[config.mk]
export PLATFORM = sky130hd
export DESIGN_NAME = irq_serve_core
export DESIGN_NICKNAME = d
export VERILOG_FILES = /design/src/rtl/irq_core_pkg.sv /design/src/rtl/irq_edge_latch.sv /design/src/rtl/irq_prio_pick.sv /design/src/rtl/irq_fwd_gate.sv /design/src/rtl/irq_serve_core.sv
export SDC_FILE = /design/constraint.sdc
export NUM_CORES = 1
export LEC_CHECK = 0
export ABC_CLOCK_PERIOD_IN_PS = 2400
export BUFFER_PORTS_ARGS = -buffer_cell sky130_fd_sc_hd__buf_2
export CELL_PAD_IN_SITES_DETAIL_PLACEMENT = 1
export CELL_PAD_IN_SITES_GLOBAL_PLACEMENT = 1
export CORE_ASPECT_RATIO = 0.75
export CORE_MARGIN = 10
export CORE_UTILIZATION = 30
export DETAILED_ROUTE_END_ITERATION = 12
export PLACE_DENSITY = 0.76
export SLEW_MARGIN = 10
export SYNTH_ARGS = -nofsm -noshare
export SYNTH_HDL_FRONTEND = slang
export SYNTH_SLANG_ARGS = --single-unit
export TNS_END_PERCENT = 10
[constraint.sdc]
create_clock -name clk -period 2.4 [get_ports clk]
set_clock_uncertainty 0.05 [all_clocks]
set_input_delay 0.48 -clock clk [delete_from_list [all_inputs] [get_ports clk]]
set_output_delay 0.48 -clock clk [all_outputs]
set_load 0.05 [all_outputs]
[src/rtl/irq_core_pkg.sv]
package irq_core_pkg;
   localparam int DEF_LINES = 8;
   localparam int DEF_VEC_W = 8;

   function automatic int line_bits(input int n);
      return (n <= 2) ? 1 : $clog2(n);
   endfunction
endpackage

[src/rtl/irq_edge_latch.sv]
module irq_edge_latch #(
   parameter int NUM_LINES = irq_core_pkg::DEF_LINES
) (
   input  logic                 clk,
   input  logic                 rst_n,
   input  logic [NUM_LINES-1:0] pins,
   input  logic [NUM_LINES-1:0] mask,
   output logic [NUM_LINES-1:0] rise
);
   logic [NUM_LINES-1:0] prev_q;

   always_ff @(posedge clk or negedge rst_n) begin
      if (!rst_n) prev_q <= '0;
      else        prev_q <= pins;
   end

   assign rise = pins & ~prev_q & ~mask;
endmodule

[src/rtl/irq_prio_pick.sv]
module irq_prio_pick #(
   parameter int NUM_LINES = irq_core_pkg::DEF_LINES,
   localparam int LINE_W   = irq_core_pkg::line_bits(NUM_LINES)
) (
   input  logic [NUM_LINES-1:0] vec,
   output logic [LINE_W-1:0]    idx,
   output logic                 any
);
   always_comb begin
      idx = '0;
      for (int i = 0; i < NUM_LINES; i++)
         if (vec[i]) idx = LINE_W'(i);
   end
   assign any = |vec;
endmodule

[src/rtl/irq_fwd_gate.sv]
module irq_fwd_gate #(
   parameter int NUM_LINES = irq_core_pkg::DEF_LINES
) (
   input  logic [NUM_LINES-1:0] isr,
   output logic [NUM_LINES-1:0] ok
);
   for (genvar l = 0; l < NUM_LINES; l++) begin : g_line
      assign ok[l] = ~|isr[NUM_LINES-1:l];
   end
endmodule

[src/rtl/irq_serve_core.sv]
module irq_serve_core #(
   parameter int NUM_LINES = irq_core_pkg::DEF_LINES,
   parameter int VEC_W     = irq_core_pkg::DEF_VEC_W,
   parameter bit HAS_SLAVE = 1'b1,
   localparam int LINE_W   = irq_core_pkg::line_bits(NUM_LINES)
) (
   input  logic                 clk,
   input  logic                 rst_n,
   input  logic [NUM_LINES-1:0] irq_pins,
   input  logic [NUM_LINES-1:0] cfg_mask,
   input  logic [VEC_W-1:0]     cfg_vec_base,
   input  logic [NUM_LINES-1:0] cfg_cascade,
   input  logic                 cfg_auto_eoi,
   input  logic                 init_strobe,
   input  logic                 eoi_strobe,
   input  logic [LINE_W-1:0]    eoi_line,
   input  logic                 ack_strobe,
   input  logic [VEC_W-1:0]     slave_vector,
   output logic [VEC_W-1:0]     ack_vector,
   output logic                 irq_pulse,
   output logic [NUM_LINES-1:0] req_bits,
   output logic [NUM_LINES-1:0] isr_bits
);
   if (NUM_LINES < 2 || (1 << LINE_W) != NUM_LINES) begin : g_chk_lines
      $error("NUM_LINES must be a power of two of at least 2");
   end
   if (VEC_W <= LINE_W) begin : g_chk_vec
      $error("VEC_W must exceed the line index width");
   end

   logic [NUM_LINES-1:0] req_q, isr_q, req_next, isr_next;
   logic                 pulse_q;
   logic [NUM_LINES-1:0] rise, ok_now, ok_eoi;
   logic [LINE_W-1:0]    sel_idx, rest_idx;
   logic                 req_any, rest_any;
   logic [NUM_LINES-1:0] sel_bit, eoi_bit, isr_eoi, req_rest;
   logic                 do_ack, fwd_new, fwd_eoi, fwd_auto;

   irq_edge_latch #(.NUM_LINES(NUM_LINES)) u_edge (
      .clk(clk), .rst_n(rst_n), .pins(irq_pins), .mask(cfg_mask), .rise(rise));

   irq_prio_pick #(.NUM_LINES(NUM_LINES)) u_pick_sel (
      .vec(req_q), .idx(sel_idx), .any(req_any));

   irq_prio_pick #(.NUM_LINES(NUM_LINES)) u_pick_rest (
      .vec(req_rest), .idx(rest_idx), .any(rest_any));

   irq_fwd_gate #(.NUM_LINES(NUM_LINES)) u_gate_now (
      .isr(isr_q), .ok(ok_now));

   irq_fwd_gate #(.NUM_LINES(NUM_LINES)) u_gate_eoi (
      .isr(isr_eoi), .ok(ok_eoi));

   always_comb begin
      sel_bit  = req_any ? (NUM_LINES'(1) << sel_idx) : '0;
      eoi_bit  = eoi_strobe ? (NUM_LINES'(1) << eoi_line) : '0;
      do_ack   = ack_strobe & req_any;
      req_rest = req_q & ~sel_bit;
      isr_eoi  = isr_q & ~eoi_bit;
      fwd_new  = |(rise & ok_now);
      fwd_eoi  = eoi_strobe & req_any & ok_eoi[sel_idx];
      fwd_auto = do_ack & cfg_auto_eoi & rest_any & ok_now[rest_idx];
      req_next = (req_q & ~(do_ack ? sel_bit : '0)) | rise;
      isr_next = isr_eoi | ((do_ack & ~cfg_auto_eoi) ? sel_bit : '0);
   end

   always_ff @(posedge clk or negedge rst_n) begin
      if (!rst_n) begin
         req_q   <= '0;
         isr_q   <= '0;
         pulse_q <= 1'b0;
      end else if (init_strobe) begin
         req_q   <= '0;
         isr_q   <= '0;
         pulse_q <= 1'b0;
      end else begin
         req_q   <= req_next;
         isr_q   <= isr_next;
         pulse_q <= fwd_new | fwd_eoi | fwd_auto;
      end
   end

   logic [VEC_W-1:0] local_vec;
   assign local_vec = {cfg_vec_base[VEC_W-1:LINE_W], sel_idx};

   if (HAS_SLAVE) begin : g_cascade
      assign ack_vector = (req_any && cfg_cascade[sel_idx]) ? slave_vector : local_vec;
   end else begin : g_local
      assign ack_vector = local_vec;
   end

   assign irq_pulse = pulse_q;
   assign req_bits  = req_q;
   assign isr_bits  = isr_q;

   AST_MASKED_DROP: assert property (@(posedge clk) disable iff (!rst_n)
      1'b1 |=> ((req_q & ~$past(req_q) & $past(cfg_mask)) == '0));

   AST_ACK_CLEARS_REQ: assert property (@(posedge clk) disable iff (!rst_n)
      (ack_strobe && req_any && !init_strobe && !rise[sel_idx])
      |=> !req_q[$past(sel_idx)]);

   AST_ACK_MARKS_ISR: assert property (@(posedge clk) disable iff (!rst_n)
      (ack_strobe && req_any && !cfg_auto_eoi && !init_strobe)
      |=> isr_q[$past(sel_idx)]);

   AST_EOI_CLEARS: assert property (@(posedge clk) disable iff (!rst_n)
      (eoi_strobe && !init_strobe &&
       !(ack_strobe && req_any && !cfg_auto_eoi && sel_idx == eoi_line))
      |=> !isr_q[$past(eoi_line)]);

   AST_EMPTY_ACK_STILL: assert property (@(posedge clk) disable iff (!rst_n)
      (ack_strobe && !req_any && !eoi_strobe && !init_strobe)
      |=> (isr_q == $past(isr_q)));

   AST_INIT_CLEARS: assert property (@(posedge clk) disable iff (!rst_n)
      init_strobe |=> (req_q == '0 && isr_q == '0));
endmodule

After elaboration in Yosys (flattened, before gate mapping)
Cells that the tools add are included.

operators by class
  magnitude comparators = 2
  shift-type cells = 2
  mux-type cells = 28
  bitwise operators = 23
  reduce and logical (&&, ||, !) cells = 34

operator list
  cell                   count
  $mux W8                7
  $and A8 B8 Y8          6
  $not A8 Y8             5
  $reduce_or A8 Y1       5
  $mux W3                8
  $logic_not A1 Y1       16
  $or A8 B8 Y8           2
  $shl A1 B3 Y8 const A  2
  $reduce_or A7 Y1       2
  $reduce_or A6 Y1       2
  $reduce_or A5 Y1       2
  $bmux W1 S3            3
  $lt A3 B4 Y1 const B   2
  $mux W2                4
  $reduce_or A4 Y1       2
  $and A1 B1 Y1          7
  $mux W1                6
  $reduce_or A3 Y1       2
  $reduce_or A2 Y1       2
  $or A1 B1 Y1           2
  $logic_and A1 B1 Y1    1
  $not A1 Y1             1

word-level totals
  register bits = 25
  input bits = 49
  logic and storage cells = 93

Logic depth before layout (Yosys ltp)
Gate-level depths: netlist of run 1.

  depth in word-level cells = 23
  gate-level depth with buffers = 8

Hierarchy
A second synthesis of run 1 with hierarchy kept.

unflattened totals
  cell total of the unflattened synthesis = 187
  area, all modules = 1850.5 sq um

modules (own cells, without submodules)
  module          times used  cells an instance  area each (sq um)
  irq_serve_core  1           127                1270.0
  irq_edge_latch  1           16                 300.3
  irq_fwd_gate    2           10                 73.8
  irq_prio_pick   2           12                 66.3

Least setup slack after synthesis of run 1
No wires, ideal clock.

  path kind = flip-flop to output port
  start = register req_q[2], in the netlist req_bits[2]
  end = output ack_vector[1]
  data arrival time = 2.782 ns
  path slack = -0.912 ns
  cell stages (with the launch flop) = 9
  buffers on the path = 2
  cell sequence = dfrtp_1 > buf_4 > or2_1 > nand2_1 > and2_0 > clkbuf_2 > a211o_1 > a21oi_4 > mux2i_1

between the ends
  longest elaborated chain between the ends = 10
  elaborated cells between the ends (all ways) = 11
  those cells by class = 9 x mux; 2 x reduce/logical

RTL lines
  element                        RTL line              source
  start: declaration             irq_serve_core.sv:31  logic [NUM_LINES-1:0] req_q, isr_q, req_next, isr_next;
  start signal: assignment       irq_serve_core.sv:77  req_q <= req_next;
  $mux W2 (2 in series)          irq_prio_pick.sv:12   if (vec[i]) idx = LINE_W'(i);
  $mux W3 (4 in series)          irq_prio_pick.sv:12
  $bmux W1 S3                    irq_serve_core.sv:87  assign ack_vector = (req_any && cfg_cascade[sel_idx]) ? slave_vector : local_vec;
  $mux W1 (not written as such)  irq_serve_core.sv:87
  $logic_and A1 B1 Y1            irq_serve_core.sv:87
  $mux W8 *                      irq_serve_core.sv:87
  end: declaration               irq_serve_core.sv:19  output logic [VEC_W-1:0] ack_vector,

Every way passes the cells marked *; elsewhere a longest branch is shown, timed or not. The select of a mux whose other input is x is not followed.

Worst setup path in the final report of run 1
  start = register req_q[4], in the netlist req_bits[4]
  end = output ack_vector[7]

between the ends
  longest elaborated chain between the ends = 8
  elaborated cells between the ends (all ways) = 9
  those cells by class = 7 x mux; 2 x reduce/logical

RTL lines
  element                        RTL line
  $mux W3 (4 in series)          irq_prio_pick.sv:12
  $bmux W1 S3                    irq_serve_core.sv:87
  $mux W1 (not written as such)  irq_serve_core.sv:87
  $logic_and A1 B1 Y1 *          irq_serve_core.sv:87
  $mux W8 *                      irq_serve_core.sv:87

Marks and branches as above.

==> run_results.csv, run 1 <==
group,metric,value,unit
timing,fmax,0.335,GHz
setup_path,setup_crit_path_kind,"register to primary output",
synth,avgSynthCellArea,8.35,sq um
timing,fin_crit_sh,124,%
hold_path,timing.hold.worst.class,"primary input to asynchronous set/reset pin",
synth,synth_ff_type,"sky130_fd_sc_hd__dfrtp_1",
timing,layout_setup_ws,-584,ps
final_layout,num-nets-final,373,
global_routing,met3_usage,4.45,%
final_layout,layout-drive-gt1-share,49.2,%
global_routing,antenna_violations_before_repair,0,
flow_run,cap_viol_max_count,0,
clock_tree,cts_made_buffers,3,
timing,timing.final.hold_violations,0,
clock_tree,cts_htree_levels,1,
setup_path,rr_endpoint,"irq_pulse",
setup_path,endpoint_required_time_on_the_critical_path,1870,ps
timing,setup_repair_after_global_routing_missed_its_margin,"yes",
place,globalplace.congestion,0.862,
route,post-route-drc-count,0,
final_layout,antenna_cells_inserted,0,
route,postRouteWirelength,8160,microns
final_layout,flow.area_growth_from_synthesis,59.1,%
setup_path,start_kind,"register",
global_routing,pin_count_of_the_biggest_net_entering_global_routing,26,
floorplanning,area_of_the_core_region,5740,sq um
setup_path,critical_path.endpoint_type,"primary output",
power,powerDensity,490,nW/um^2
floorplanning,die-area,9340,sq um
synth,async_flop_share,100,%
setup_path,timing.critical_path.fanout_max,7,
global_routing,grt_most_used_layer,"met2",
route,post_drt_wl_per_cell,20.3,microns
synth,synth_nets,259,
synth,synth_cells,210,
place,buffer_ports.inserted,70,
clock_tree,clock-sinks,25,
route,antenna_violating_nets_post_route,0,
clock_tree,clk-insertion-delay-late,270,ps
setup_path,timing.critical_path.arrival,2450,ps
setup_path,regToRegStartpoint,"req_bits[7]",
outcome,violations,"setup timing",
global_routing,gr-usage-met1,21.9,%
route,iteration_0_drc_count_of_the_detailed_router,152,
place,detailedPlace.worstSlack,-355,ps
timing,period_needed,2980,ps
global_routing,first_global_vias,2335,
timing,setup_viol_count_final,8,
synth,yosys_warnings,0,
route,via_count,2120,
route,drt_pre_antenna_iters,4,
global_routing,grt_first_pass_wirelength,13000,microns
synth,synth.ff_latch_count,25,
timing,hold-worst-slack,151,ps
synth,syn-cell-area,1750,sq um
synth,synth-edff-count,0,
synth,yosysSeqAreaShare,35.7,%
clock_tree,cts_tree,"yes",
setup_path,r2r.worst_path.cells,10,
clock_tree,clkSlewWorstSetupHoldPaths,90,ps
floorplanning,design.portCount,74,
global_routing,grt_use_total,17.4,%
floorplanning,start_util,30.6,%
power,leakagePower,1.31,nW
route,detail_route.vias_per_cell,5.29,
clock_tree,clockRootBuffer,"sky130_fd_sc_hd__clkbuf_8",
setup_path,startpoint,"req_bits[4]",
synth,post_synth_num_cell_types,55,
timing,timing.final.max_slew_violations,0,
timing,tightestPinTransition,590,ps
timing,maxSlewHeadroom,60.7,%
global_routing,met2_usage,30.1,%
clock_tree,cts_buffer_depth,2,
floorplanning,chipHeight,86.2,microns
floorplanning,std_cell_rows,24,
power,irDropWorstVdd,0.244,mV
clock_tree,cts.hold.buffers_added,0,
floorplanning,die_w,108,microns
setup_path,regToRegSetupSlack,200,ps
global_routing,globalRouteOverflowTotal,0,
outcome,outcome,"finished with violations",
place,place_hpwl,5830,microns
==> worst max-delay path by stage <==
stage,cells past startpoint,slack [ps],end
after floorplan,7,-440,ack_vector[0]
after global placement,7,-300,ack_vector[0]
after detailed placement,7,-350,ack_vector[6]
after CTS,7,-490,ack_vector[0]
after global routing,8,-650,ack_vector[7]
final,8,-580,ack_vector[7]
==> stage by stage <==
step / total power, mW / area, sq um / utilization (%) / setup TNS, ps / cells
global placement: 0.969 / 2480 / 43.3 / -2210 / 390
finish: 1.37 / 2790 / 48.7 / -4240 / 401
detailed placement: 0.982 / 2480 / 43.3 / -2600 / 390
global route: 1.43 / 2790 / 48.7 / -4910 / 401
floorplan: 0.778 / 1780 / - / -3280 / 210
CTS: 1.34 / 2730 / 47.6 / -3560 / 400
==> critical path, cell delays in order, from the launching register on <==
cell and delay (ps):
sky130_fd_sc_hd__dfrtp_2 500, sky130_fd_sc_hd__nor3b_4 270, sky130_fd_sc_hd__nor3_4 70, sky130_fd_sc_hd__mux2i_2 180
sky130_fd_sc_hd__a211o_1 330, sky130_fd_sc_hd__a21oi_4 190, sky130_fd_sc_hd__buf_12 150, sky130_fd_sc_hd__mux2_4 330
sky130_fd_sc_hd__buf_8 160
==> registers in the layout, summed over array words and instances, names as in the netlist <==
name           flops
req_bits           8
irq_pulse          1
isr_bits           8
u_edge.prev_q      8
==> logic make-up (layout without fill, tap and decap cells) <==
family / Yosys count / after routing / synth area share (%)
AOI/OAI and AO/OA: 69 / 69 / 25.3
xor gates and xnor gates: 1 / 1 / 0.499
and+or+nand+nor: 88 / 88 / 28.2
buffers and inverters: 18 / 131 / 4.85
adders and majority gates: 1 / 1 / 0.571
DFF: 25 / 25 / 35.7
muxes: 8 / 8 / 4.99
==> cells in the final DEF, fill, tap and decap left out, types with 7 or more instances in the layout <==
cell,count
sky130_fd_sc_hd__nand2_1,21
sky130_fd_sc_hd__buf_4,43
sky130_fd_sc_hd__inv_1,8
sky130_fd_sc_hd__a21oi_1,20
sky130_fd_sc_hd__o21ai_0,15
sky130_fd_sc_hd__buf_2,62
sky130_fd_sc_hd__buf_6,7
sky130_fd_sc_hd__dfrtp_1,19
sky130_fd_sc_hd__nor2_1,15
==> power breakdown <==
part | internal, mW | leakage, nW | switching [mW]
clock network | 0.119 | 0.0228 | 0.139
logic | 0.295 | 0.975 | 0.356
registers | 0.439 | 0.316 | 0.0188
total | 0.853 | 1.31 | 0.514
==> cells in the mapped netlist, types with 4 or more instances <==
| master | n | area, sq um |
|---|---|---|
| sky130_fd_sc_hd__dfrtp_1 | 25 | 626 |
| sky130_fd_sc_hd__nor2_1 | 17 | 63.8 |
| sky130_fd_sc_hd__o31ai_1 | 4 | 30.0 |
| sky130_fd_sc_hd__nand2b_1 | 6 | 37.5 |
| sky130_fd_sc_hd__a21oi_1 | 22 | 110 |
| sky130_fd_sc_hd__nor3b_1 | 4 | 30.0 |
| sky130_fd_sc_hd__inv_1 | 8 | 30.0 |
| sky130_fd_sc_hd__nand3_1 | 6 | 30.0 |
| sky130_fd_sc_hd__nand2_1 | 22 | 82.6 |
| sky130_fd_sc_hd__mux2_2 | 5 | 56.3 |
| sky130_fd_sc_hd__nor3_1 | 7 | 35.0 |
| sky130_fd_sc_hd__clkbuf_1 | 5 | 18.8 |
| sky130_fd_sc_hd__a21o_1 | 4 | 30.0 |
| sky130_fd_sc_hd__o21ai_0 | 16 | 80.1 |
| sky130_fd_sc_hd__nor2b_1 | 6 | 37.5 |
==> metal layers <==
| layer | part of all wire, % | wire length [microns] |
|---|---|---|
| met1 | 45 | 3670 |
| met2 | 48 | 3900 |
| met3 | 6.9 | 562 |
| met4 | 0.31 | 25 |
| met5 | 0 | 0 |
==> area by class of cell <==
| type | instances | area (sq um) |
|---|---|---|
| repair buffers | 119 | 822 |
| inverters | 8 | 30.0 |
| flip-flops and latches | 25 | 633 |
| well taps | 78 | 97.6 |
| clock buffers | 4 | 45.0 |
| fillers | 710 | 2940 |
| multi-input cells | 167 | 1160 |
==> timing repair <==
item / 4_1_cts / 5_1_grt
pin swaps: 8 / 9
gates resized for setup: 43 / 12
hold endpoints to repair: 0 / 0
endpoints found under the setup margin: 8 / 10
buffers inserted: 6 / 1
Note: power is estimated with default switching activity, not from simulation.
==> inputs of run 2 (changes only) <==
- ABC_CLOCK_PERIOD_IN_PS: 2400 -> 3200
- CTS_CLUSTER_DIAMETER: default -> 30
- PLACE_DENSITY: 0.76 -> 0.73
- clock period: 2.4 -> 3.2 ns (I/O delays scaled with it)
==> run 2 against run 1 <==
  * The run now ends clean
  * Final cell count fell by 7.5%
  * Setup slack improved by 650 ps
  * First-iteration DRC count fell by 42%
  * Hold slack improved by 150 ps
  * Clock-buffer cell count did not move
  * Critical endpoint is now ack_vector[3]
  * Largest cell class unchanged
==> run_results.csv, run 2 (synthesis gave the netlist of run 1 again) <==
group,metric,value,unit
power,netSwitchingPower,0.356,mW
power,share_comb_of_total_power,41.8,%
setup_path,endpoint_required_time_on_the_critical_path,2510,ps
place,place_hpwl,5460,microns
setup_path,setup_crit_path_kind,"register to primary output",
place,buffer_ports.inserted,70,
floorplanning,die_w,108,microns
setup_path,critical_path.endpoint,"ack_vector[3]",
floorplanning,chipHeight,86.2,microns
power,power.share.switching,38.4,%
route,post-route-drc-count,0,
setup_path,critical_path.endpoint_type,"primary output",
global_routing,grt_first_pass_wirelength,10900,microns
setup_path,timing.critical_path.fanout_max,7,
timing,setup_viol_count_final,0,
clock_tree,cts_made_buffers,3,
timing,tightestPinTransition,588,ps
power,irDropWorstVdd,0.260,mV
timing,period_needed,3130,ps
route,post_drt_wl_per_cell,18.7,microns
timing,timing.final.max_slew_violations,0,
setup_path,rr_endpoint,"irq_pulse",
clock_tree,cts_tree,"yes",
power,leakagePower,1.12,nW
clock_tree,clk-insertion-delay-late,280,ps
clock_tree,clockRootBuffer,"sky130_fd_sc_hd__clkbuf_8",
final_layout,num-nets-final,343,
floorplanning,start_util,30.6,%
final_layout,layout-drive-gt1-share,40.3,%
setup_path,timing.critical_path.slowest_cell_delay,420,ps
power,total_power,0.928,mW
timing,maxSlewHeadroom,60.8,%
floorplanning,design.portCount,74,
setup_path,regToRegSetupSlack,1010,ps
place,globalplace.congestion,0.871,
route,postRouteWirelength,6940,microns
final_layout,flow.area_growth_from_synthesis,38.6,%
power,seq_power_share,37.2,%
floorplanning,die-area,9340,sq um
global_routing,first_global_vias,2103,
clock_tree,clkSlewWorstSetupHoldPaths,90,ps
flow_run,cap_viol_max_count,0,
final_layout,antenna_cells_inserted,0,
setup_path,r2r.worst_path.cells,8,
global_routing,antenna_violations_before_repair,0,
setup_path,regToRegStartpoint,"req_bits[6]",
route,detail_route.vias_per_cell,5.29,
timing,hold-worst-slack,298,ps
global_routing,globalRouteOverflowTotal,0,
final_layout,most_common_cell_after_layout_fill_and_taps_aside,"sky130_fd_sc_hd__buf_2",
global_routing,grt_use_total,14.4,%
final_layout,finalCoreUtilization,42.4,%
route,iteration_0_drc_count_of_the_detailed_router,88,
global_routing,pin_count_of_the_biggest_net_entering_global_routing,26,
route,via_count,1962,
timing,fin_crit_sh,97.8,%
final_layout,stdcell_count,371,
timing,fmax,0.319,GHz
setup_path,critical_path.cell_chain,"buf_4 -> nor2b_2 -> or4_4 -> a21oi_2 -> a211o_1 -> a21oi_4 -> buf_12 -> mux2_1 -> buf_6",
route,antenna_violating_nets_post_route,0,
place,placed_cell_area,2260,sq um
clock_tree,cts_buffer_depth,2,
hold_path,timing.hold.worst.class,"primary input to asynchronous set/reset pin",
setup_path,startpoint,"req_bits[1]",
setup_path,start_kind,"register",
power,powerDensity,382,nW/um^2
route,drt_pre_antenna_iters,4,
outcome,outcome,"finished clean",
final_layout,final_cell_area,2430,sq um
place,total_placed_cells_including_tap_cells,361,
final_layout,top_library_cells_by_usage_in_the_layout_fill_and_taps_aside,"sky130_fd_sc_hd__buf_2, sky130_fd_sc_hd__nand2_1, sky130_fd_sc_hd__a21oi_1, sky130_fd_sc_hd__dfrtp_1, sky130_fd_sc_hd__buf_4",
floorplanning,area_of_the_core_region,5740,sq um
clock_tree,clock-sinks,25,
timing,timing.final.hold_violations,0,
floorplanning,std_cell_rows,24,
setup_path,cpMaxStageDelayCell,"sky130_fd_sc_hd__or4_4",
power,power.clock.fraction,21.0,%
clock_tree,cts_htree_levels,1,
power,p_int,0.572,mW
setup_path,timing.critical_path.arrival,2440,ps
## run 2: stage by stage
stage	worst slack (ps)	TNS, ps
final	69.2	0
after detailed placement	140	0
after floorplan	18.1	0
after global placement	174	0
after global routing	-21.2	-44.3
after CTS	14.8	0
## run 2: what timing repair did
item                                    4_1_cts  5_1_grt
resized for setup                            12       15
hold buffers                                  0        0
cloned                                        0        0
endpoints found under the setup margin        7        7
setup buffers                                 2        4
pin swaps                                     1        2
## run 2: power groups by stage
stage	Clock [mW]	Sequential, mW	Combinational [mW]
floorplan	0	0.373	0.207
CTS	0.202	0.345	0.371
global route	0.215	0.347	0.417
global placement	0	0.350	0.341
finish	0.195	0.345	0.388
detailed placement	0	0.350	0.348
## run 2: worst max-delay path: cells and delay by family, from the launching register on
family	cells	cell delay, ps
and+or+nand+nor	2	600
buffers and inverters	3	470
DFF	1	400
AOI/OAI and AO/OA	3	370
muxes	1	320
## run 2: cell type report
cell class / count / area, sq um
clock buffers: 4 / 45.0
fillers: 729 / 3300
inverters: 8 / 30.0
multi-input cells: 167 / 1090
flip-flops and latches: 25 / 631
well taps: 78 / 97.6
repair buffers: 89 / 536
## run 2: layer usage
layer  vias up  GRT usage, %  part of all wire, %  routed length (microns)
met5         -             0                    0                        0
met4         0          1.79                 0.84                       58
met3         6          4.74                  9.0                      626
met2        81          23.0                   42                     2940
met1       934          19.0                   48                     3320
li1        941             -                    -                        -
## run 2: worst min-delay path by stage
stage	endpoint	depth (start not counted)	startpoint	slack, ps
final	isr_bits[3]	1	rst_n	300
after global routing	isr_bits[3]	1	rst_n	350
after CTS	isr_bits[3]	1	rst_n	330
after detailed placement	req_bits[7]	2	u_edge.prev_q[7]	480
after global placement	req_bits[7]	2	u_edge.prev_q[7]	470
after floorplan	irq_pulse	0	rst_n	290
==> inputs of run 3 (changes only) <==
- PLACE_DENSITY: 0.73 -> default
- PLACE_DENSITY_LB_ADDON: default -> 0.1
==> run 3 against run 2 <==
  * Clock-buffer cell count fell by 1
  * Global-route usage rose by 0.23 points
  * Setup slack improved by 6.2 ps
  * Critical endpoint is now ack_vector[6]
  * Largest power group unchanged
==> run_results.csv, run 3 (synthesis gave the netlist of run 1 again) <==
group,metric,value,unit
outcome,outcome,"finished clean",
route,post_drt_wl_per_cell,19.1,microns
final_layout,num-nets-final,349,
setup_path,start_kind,"register",
clock_tree,cts_tree,"yes",
power,share_comb_of_total_power,42.3,%
timing,tightestPinTransition,636,ps
route,postRouteWirelength,7210,microns
floorplanning,start_util,30.6,%
place,total_placed_cells_including_tap_cells,361,
power,seq_power_share,35.8,%
power,power.share.switching,38.9,%
clock_tree,cts_buffer_depth,2,
clock_tree,clk-insertion-delay-late,280,ps
clock_tree,clkSlewWorstSetupHoldPaths,100,ps
timing,fmax,0.320,GHz
power,netSwitchingPower,0.375,mW
floorplanning,chipHeight,86.2,microns
floorplanning,design.portCount,74,
setup_path,critical_path.cell_chain,"nor3b_4 -> nor3_4 -> mux2i_1 -> a211o_1 -> a21oi_4 -> buf_12 -> mux2_2 -> buf_6",
timing,maxSlewHeadroom,57.3,%
power,leakagePower,1.16,nW
flow_run,cap_viol_max_count,0,
final_layout,layout-drive-gt1-share,42.5,%
route,drt_pre_antenna_iters,4,
place,detailedPlace.worstSlack,174,ps
route,via_count,1971,
global_routing,grt_first_pass_wirelength,11000,microns
route,iteration_0_drc_count_of_the_detailed_router,115,
timing,hold-worst-slack,300,ps
place,globalplace.congestion,0.889,
setup_path,endpoint_required_time_on_the_critical_path,2510,ps
final_layout,antenna_cells_inserted,0,
route,post-route-drc-count,0,
timing,setup_viol_count_final,0,
clock_tree,cts_made_buffers,3,
final_layout,fillCellCount,712,
floorplanning,die_w,108,microns
timing,fin_crit_sh,97.6,%
hold_path,timing.hold.worst.class,"primary input to asynchronous set/reset pin",
global_routing,antenna_violations_before_repair,0,
final_layout,flow.area_growth_from_synthesis,42.4,%
timing,finalSetupTns,0,ps
floorplanning,area_of_the_core_region,5740,sq um
power,p_int,0.590,mW
clock_tree,cts.hold.buffers_added,0,
timing,timing.final.hold_violations,0,
clock_tree,clockRootBuffer,"sky130_fd_sc_hd__clkbuf_8",
route,detail_route.vias_per_cell,5.23,
setup_path,cpMaxStageDelayCell,"sky130_fd_sc_hd__dfrtp_2",
setup_path,critical_path.endpoint_type,"primary output",
setup_path,timing.critical_path.arrival,2430,ps
final_layout,most_common_cell_after_layout_fill_and_taps_aside,"sky130_fd_sc_hd__buf_2",
global_routing,globalRouteOverflowTotal,0,
timing,period_needed,3120,ps
setup_path,setup_crit_path_kind,"register to primary output",
power,power.clock.fraction,21.9,%
route,antenna_violating_nets_post_route,0,
final_layout,top_library_cells_by_usage_in_the_layout_fill_and_taps_aside,"sky130_fd_sc_hd__buf_2, sky130_fd_sc_hd__nand2_1, sky130_fd_sc_hd__buf_4",
clock_tree,clock-sinks,25,
power,irDropWorstVdd,0.171,mV
place,buffer_ports.inserted,70,
clock_tree,cts_htree_levels,1,
timing,layout_setup_ws,75.4,ps
global_routing,grt_use_total,14.6,%
floorplanning,std_cell_rows,24,
floorplanning,die-area,9340,sq um
power,powerDensity,386,nW/um^2
place,place_hpwl,5490,microns
timing,timing.final.max_slew_violations,0,
setup_path,timing.critical_path.slowest_cell_delay,500,ps
global_routing,first_global_vias,2046,
global_routing,pin_count_of_the_biggest_net_entering_global_routing,26,
final_layout,stdcell_count,377,
setup_path,timing.critical_path.fanout_max,7,
==> run 3: cell types whose count changed in the layout (fill, tap and decap cells not counted), moves of 2 or more <==
| cell | delta |
|---|---|
| sky130_fd_sc_hd__buf_4 | +2 |
| sky130_fd_sc_hd__buf_8 | +2 |
| sky130_fd_sc_hd__dfrtp_1 | -2 |
| sky130_fd_sc_hd__dfrtp_2 | +2 |
| sky130_fd_sc_hd__mux2_4 | +2 |
==> run 3: worst max-delay path: cells and delay by family (launching register included) <==
kind                   cells  cell delay (ps)
buffers and inverters      2              300
AO/OA/AOI/OAI              2              520
AND/OR/NAND/NOR            2              360
multiplexers               2              470
flip-flops                 1              500
==> run 3: final cells by class <==
class | count | area (sq um) | share of cell area (%)
Clock buffer | 3 | 41.3 | 1.65
Clock inverter | 1 | 8.76 | 0.351
Inverter | 8 | 30.0 | 1.20
Multi-Input combinational cell | 167 | 1090 | 43.6
Sequential cell | 25 | 633 | 25.3
Tap cell | 78 | 97.6 | 3.91
Timing Repair Buffer | 95 | 599 | 24.0
==> run 3: timing repair <==
item | in CTS | in global routing
gates resized for setup | 8 | 30
endpoints found under the setup margin | 7 | 7
setup buffers | 2 | 11
pin swaps | 1 | 7
==> run 3: path summary, 6_finish.rpt <==
path                                    endpoint              from  cells after the start  slack [ps]
min in group clk                u_edge.prev_q[7]       irq_pins[7]                      1         410
worst min register to register       req_bits[7]  u_edge.prev_q[7]                      2         470
worst min-delay path            u_edge.prev_q[1]             rst_n                      1         300
worst max register to register         irq_pulse       req_bits[7]                      8         760
max in group asynchronous            req_bits[1]             rst_n                      1        2380
worst max-delay path               ack_vector[6]       req_bits[4]                      8          80
==> run 3: power by group through the flow <==
stage	sequential [mW]	clock [mW]	combinational [mW]
floorplan	0.373	0	0.207
global placement	0.350	0	0.343
detailed placement	0.351	0	0.346
CTS	0.346	0.221	0.363
global route	0.347	0.233	0.438
finish	0.345	0.212	0.408
==> run 3: metal layers <==
| metal | part of all wire, % | wire length [microns] | global-route usage [%] |
|---|---|---|---|
| met4 | 0.29 | 21 | 2.15 |
| met2 | 43 | 3130 | 22.2 |
| met5 | 0 | 0 | 0 |
| met3 | 7.7 | 554 | 4.15 |
| met1 | 49 | 3500 | 20.5 |
==> run 3: stage by stage <==
step	area [sq um]	utilization, %	power [mW]
finish	2500	43.6	0.965
global route	2500	43.6	1.02
CTS	2350	41.0	0.929
detailed placement	2260	39.4	0.697
global placement	2260	39.4	0.694
floorplan	1770	-	0.581
